File: config.mk
export PLATFORM = sky130hd
export DESIGN_NAME = carry_path
export DESIGN_NICKNAME = d
export VERILOG_FILES = /design/src/rtl/carry_pkg.sv /design/src/rtl/carry_onehot_mux.sv /design/src/rtl/carry_in_mux.sv /design/src/rtl/shift_in_mux.sv /design/src/rtl/carry_path.sv
export SDC_FILE = /design/constraint.sdc
export NUM_CORES = 1
export LEC_CHECK = 0
export CAP_MARGIN = 40
export CORE_AREA = 2 2 39 41
export DETAILED_ROUTE_END_ITERATION = 6
export DIE_AREA = 0 0 41 43
export GPL_ROUTABILITY_DRIVEN = 0
export GPL_TIMING_DRIVEN = 0
export PLACE_DENSITY = 0.51
export SKIP_CTS_REPAIR_TIMING = 1
export SLEW_MARGIN = 40
export SYNTH_ARGS = -nofsm -noshare
export SYNTH_HDL_FRONTEND = slang
export SYNTH_SLANG_ARGS = --single-unit
File: constraint.sdc
create_clock -name clk -period 1.3 [get_ports clk]
set_clock_uncertainty 0.1 [all_clocks]
set_input_delay 0.26 -clock clk [delete_from_list [all_inputs] [get_ports clk]]
set_output_delay 0.26 -clock clk [all_outputs]
set_load 0.01 [all_outputs]
File: src/rtl/carry_pkg.sv
package carry_pkg;
  localparam int unsigned SRC_W = 4;

  typedef enum int unsigned {
    SRC_ALU  = 0,
    SRC_DEC  = 1,
    SRC_FLAG = 2,
    SRC_ACC0 = 3
  } src_idx_e;

  // Optional inversion used by both the result path and the carry-in path.
  function automatic logic flip_if(input logic v, input logic inv);
    return v ^ inv;
  endfunction

  // Carry-in base: flag has priority over the latch; neither gives constant 0.
  function automatic logic cin_base(input logic use_flag, input logic use_latch,
                                    input logic flag, input logic latch_v);
    if (use_flag)       return flag;
    else if (use_latch) return latch_v;
    else                return 1'b0;
  endfunction
endpackage

File: src/rtl/carry_onehot_mux.sv
module carry_onehot_mux #(
  parameter int unsigned N = 4
) (
  input  logic [N-1:0] sel,
  input  logic [N-1:0] src,
  output logic         y
);
  logic [N-1:0] term;

  for (genvar i = 0; i < N; i++) begin : g_term
    assign term[i] = sel[i] & src[i];
  end

  assign y = |term;
endmodule

File: src/rtl/carry_in_mux.sv
module carry_in_mux
  import carry_pkg::*;
(
  input  logic flag,
  input  logic latch_v,
  input  logic use_flag,
  input  logic use_latch,
  input  logic inv,
  output logic cin
);
  assign cin = flip_if(cin_base(use_flag, use_latch, flag, latch_v), inv);
endmodule

File: src/rtl/shift_in_mux.sv
module shift_in_mux (
  input  logic flag,
  input  logic acc0,
  input  logic rot,
  output logic y
);
  assign y = rot ? acc0 : flag;
endmodule

File: src/rtl/carry_path.sv
module carry_path
  import carry_pkg::*;
#(
  parameter int unsigned NSRC = SRC_W
) (
  input  logic            clk,
  input  logic            rst_n,
  input  logic            alu_c7,
  input  logic            hi_ge10,
  input  logic            acc_b0,
  input  logic [NSRC-1:0] res_sel,
  input  logic            res_inv,
  input  logic            flag_we,
  input  logic            cin_from_flag,
  input  logic            rot_or_latch,
  input  logic            cin_inv,
  input  logic            latch_we,
  output logic            carry_flag,
  output logic            alu_cin,
  output logic            shr_in
);
  localparam int unsigned LAST = NSRC - 1;

  logic            flag_q;
  logic            latch_q;
  logic [NSRC-1:0] src_vec;
  logic            picked;
  logic            next_flag;

  always_comb begin
    src_vec           = '0;
    src_vec[SRC_ALU]  = alu_c7;
    src_vec[SRC_DEC]  = hi_ge10;
    src_vec[SRC_FLAG] = flag_q;
    src_vec[LAST]     = acc_b0;
  end

  carry_onehot_mux #(.N(NSRC)) u_res (
    .sel (res_sel),
    .src (src_vec),
    .y   (picked)
  );

  assign next_flag = flip_if(picked, res_inv);

  always_ff @(posedge clk or negedge rst_n) begin
    if (!rst_n)       flag_q <= 1'b0;
    else if (flag_we) flag_q <= next_flag;
  end

  always_ff @(posedge clk or negedge rst_n) begin
    if (!rst_n)        latch_q <= 1'b0;
    else if (latch_we) latch_q <= alu_c7;
  end

  carry_in_mux u_cin (
    .flag      (flag_q),
    .latch_v   (latch_q),
    .use_flag  (cin_from_flag),
    .use_latch (rot_or_latch),
    .inv       (cin_inv),
    .cin       (alu_cin)
  );

  shift_in_mux u_shr (
    .flag (flag_q),
    .acc0 (acc_b0),
    .rot  (rot_or_latch),
    .y    (shr_in)
  );

  assign carry_flag = flag_q;


  flag_hold_chk: assert property (@(posedge clk) disable iff (!rst_n)
    !flag_we |=> $stable(carry_flag));


  res_sel_onehot_chk: assert property (@(posedge clk) disable iff (!rst_n)
    $onehot0(res_sel));


  alu_carry_load_chk: assert property (@(posedge clk) disable iff (!rst_n)
    (flag_we && res_sel == NSRC'(1)) |=> carry_flag == $past(alu_c7 ^ res_inv));


  cmc_flip_chk: assert property (@(posedge clk) disable iff (!rst_n)
    (flag_we && res_sel == NSRC'(4) && res_inv) |=> carry_flag != $past(carry_flag));


  set_clear_chk: assert property (@(posedge clk) disable iff (!rst_n)
    (flag_we && res_sel == '0) |=> carry_flag == $past(res_inv));


  latch_hold_chk: assert property (@(posedge clk) disable iff (!rst_n)
    !latch_we |=> $stable(latch_q));


  shr_rot_chk: assert property (@(posedge clk) disable iff (!rst_n)
    rot_or_latch |-> shr_in == acc_b0);
endmodule

## Word level (Yosys, flattened, before mapping)

Cells that the tools add are included.

- Output and inout bits: 3
- Input port bits: 15
- Register bits after elaboration: 2
- Logic and storage cells: 12

- Bitwise operators: 6
- Muxes and demuxes: 3
- Reduce and logical (&&, ||, !) cells: 1

Operators by type and width:

| cell | count |
|---|---|
| $and A1 B1 Y1 | 4 |
| $reduce_or A4 Y1 | 1 |
| $mux W1 | 3 |
| $xor A1 B1 Y1 | 2 |

## Longest topological paths before layout

- Word-level depth: 3
- Mapped depth: 3
- Gate-level depth less buffers: 3

## Modules after synthesis

From an unflattened synthesis, not the netlist that was laid out.

- Cells, all modules: 15
- Area, all modules: 157.7 um^2

Modules (own cells, without submodules):

| module | times used | seq. area each (um^2) | cells each | area an instance (um^2) |
|---|---|---|---|---|
| carry_path | 1 | 50.0 | 6 | 82.6 |
| carry_in_mux | 1 | 0.0 | 5 | 41.3 |
| carry_onehot_mux | 1 | 0.0 | 3 | 18.8 |
| shift_in_mux | 1 | 0.0 | 1 | 15.0 |

## Least setup slack after synthesis

No wires, ideal clock.

- Path kind: register -> output
- From: register flag_q (netlist: carry_flag)
- To: output port alu_cin
- Data required time: 940 ps
- Path buffers: 0
- Slack: 147 ps
- Cell stages (with the launch flop): 4
- Data arrival time: 793 ps
- Cell sequence: dfrtp_1 > nand2_1 > o21ai_0 > xor2_1

- Word-level cells in the longest chain between the ends: 2

Ends and longest elaborated chain:

| item | RTL line | text |
|---|---|---|
| start, declared | carry_path.sv:24 | `logic flag_q;` |
| start signal, assigned | carry_path.sv:48 | `else if (flag_we) flag_q <= next_flag;` |
| $mux W1 | carry_pkg.sv:19 | `if (use_flag) return flag;` |
| $xor A1 B1 Y1 | carry_pkg.sv:13 | `return v ^ inv;` |
| end, declared | carry_path.sv:19 | `output logic alu_cin,` |

No other way between the ends.

## Final worst setup path

Ends and elaborated chain as after synthesis.

==> out/results.txt <==
status: finished, violations left
failing checks: negative setup slack
post-synth top area share: 33.61%
Sequential Power Share: 23.2%
initial drt markers: 7
path depth of the worst reg2reg path: 3
DR vias/cell: 4.037
CTS tree: yes
Remaining DRCs: 0
Net Sw Power: 84.97 uW
worst-skew pair later-pin latency: 0.22 ns
# diodes: 0
Hold WC Path Type: in -> async
Post-synth top cells: dfrtp_1, mux2_2, nand2_1, nand4b_1, o21ai_0
Sw Ratio: 24.99%
Critical Path Source Type: flop
Max VDD drop: 0.0003602 V
crit-path max FO: 4
nets: 55
Rel. slew slack: 82.38%
first-pass GRT wire length: 683 um
static leakage: 0.2371 nW
initial antenna violation count: 0
Filler Cell Count: 150
maximum buffer depth of the clock tree: 2
Achievable Freq: 708.0 MHz
yosys warns: 0
Max Slew Vio Count: 0
routed vias: 218
RSZ-0062 raised after global routing: true
Hold WS: 0.1011 ns
Synth area leader: dfrtp_1
ANT nets after route: 0
vias in the first global route: 175
Starting Density: 10.76%
Reg area: 50.05 um2
Crit path largest cell delay: 0.40 ns
Synth cell types: 11
Routed WL: 538 um
ys async rst share: 100.0%
core area: 1384 um2
actual slew at the worst max-slew pin: 0.2643 ns
Seq cells post-synth: 2
required time worst endpoint: 0.94 ns
Root Driver: clkbuf_4
Non-Filler Instances: 54
MaxCap Viol Count: 0
Worst Path Arrival: 1.05 ns
Layout area overhead: 168.1%
Final period util: 108.7%
largest net degree at the start of global routing: 6
Setup violations, final: 2
CTS Buf Count: 3
slack of the critical path: -0.1125 ns
io pins: 18
Post-Syn Nets: 31
Final Hold Fails: 0
Cells after Synth: 16
share of cells above drive strength 1: 26.32%
CP max-delay cell: dfrtp_1
average size of a mapped cell: 9.306 um2
port bufs: 17
WL/cell: 9.963 um
Post-Syn Area: 148.9 um2
WS Path Type: reg -> out
kind of end point of the critical path: output port
Clk pwr share: 40.5%
CP cell instances: nand2_1, o21ai_2, xor2_1, buf_2
EDFF count, synth: 0
most common flop cell mapped by yosys: dfrtp_1
TritonRoute pass-1 iters: 4
Die X: 41 um
Power Internal: 255.1 uW
footprint of the multi-input gates: 98.84 um2
row count: 14
H-tree depth: 1
Final min period: 1.412 ns
synth top area cells: dfrtp_1, mux2_2, nand4b_1
GRT Util Overall: 6.727%
die area: 1763 um2
Seq/Total Area, Yosys: 33.61%
Placed Cells: 49
combinational share of power: 36.3%
gr ovfl total: 0
Cell Pwr Density: 852.0 nW/um2
chip height: 43 um
clk slew on worst S/H paths: 0.03 ns
TritonCTS sink count: 2
[power groups by stage]
stage	registers, mW	clock network (mW)	logic (mW)
finish	0.0789	0.138	0.123
global route	0.0798	0.159	0.135
CTS	0.0795	0.147	0.118
detailed placement	0.0801	0	0.117
global placement	0.0803	0	0.117
floorplan	0.0805	0	0.0348
[cells by family (layout without fill, tap and decap cells)]
| group | Yosys count | after routing | share of synthesized area (%) |
|---|---|---|---|
| AO/OA/AOI/OAI | 3 | 3 | 13.45 |
| XOR/XNOR | 1 | 1 | 5.883 |
| buffers and inverters | 1 | 23 | 2.519 |
| flip-flops | 2 | 2 | 33.61 |
| multiplexers | 2 | 2 | 15.12 |
| AND/OR/NAND/NOR | 7 | 7 | 29.42 |
[final cells by class]
type	instances	area share (%)
multi-input combinational	13	24.76
timing repair buffer	19	51.10
tap	16	5.016
sequential	2	12.54
inverter	1	0.9404
clock buffer	3	5.643
[layout by cell type (no fill, tap or decap)]
cell | Yosys | routed
dfrtp_1 | 2 | 2
dlymetal6s2s_1 | 0 | 9
inv_1 | 1 | 1
xor2_1 | 1 | 1
nor2b_1 | 1 | 1
nand4_1 | 1 | 1
nand2_1 | 2 | 2
buf_6 | 0 | 1
buf_2 | 0 | 1
a222oi_1 | 1 | 1
mux2_2 | 2 | 2
nand4b_1 | 2 | 2
clkdlybuf4s50_1 | 0 | 6
clkbuf_4 | 0 | 3
o21ai_0 | 2 | 1
o21ai_2 | 0 | 1
or3_1 | 1 | 1
buf_4 | 0 | 2
[stage by stage]
stage / utilization (%) / area (um2) / setup TNS, ns / total power, mW / setup slack [ns]
final: 28.84 / 399.1 / -0.2006 / 0.3400 / -0.1125
after global routing: 28.84 / 399.1 / -0.3085 / 0.3739 / -0.1866
after CTS: 26.13 / 361.6 / -1.684 / 0.3440 / -0.7435
after detailed placement: 24.50 / 339.1 / -1.664 / 0.1969 / -0.7382
after global placement: 24.50 / 339.1 / -1.705 / 0.1970 / -0.7627
after floorplan: - / 148.9 / 0 / 0.1153 / 0.1469
[final timing paths]
| check | from | slack (ns) | to |
|---|---|---|---|
| max | carry_flag$_DFFE_PN0P_ | -0.11 | alu_cin |
| min | rst_n | 0.10 | latch_q$_DFFE_PN0P_ |
| max reg2reg | carry_flag$_DFFE_PN0P_ | 0.33 | carry_flag$_DFFE_PN0P_ |
| min reg2reg | latch_q$_DFFE_PN0P_ | 0.41 | latch_q$_DFFE_PN0P_ |
| max in group asynchronous | rst_n | 0.87 | carry_flag$_DFFE_PN0P_ |
| min in group clk | alu_c7 | 0.22 | latch_q$_DFFE_PN0P_ |
[flip-flops by register name, summed over array words and instances (netlist names)]
register and flops:
carry_flag 1, latch_q 1
[metal layers]
| layer | vias up | part of all wire (%) | track usage (%) |
|---|---|---|---|
| li1 | 108 | - | - |
| met1 | 92 | 38 | 6.752 |
| met2 | 18 | 42 | 6.875 |
| met3 | 0 | 20 | 6.283 |
| met4 | 0 | 0 | 8.000 |
| met5 | - | 0 | 0 |
[critical path, delay by kind of cell (launching register included)]
kind / cells / cell delay (ns)
XOR/XNOR: 1 / 0.15
buffers and inverters: 1 / 0.13
AO/OA/AOI/OAI: 1 / 0.06
flip-flops: 1 / 0.40
AND/OR/NAND/NOR: 1 / 0.09
Note: power is estimated with default switching activity, not from simulation.
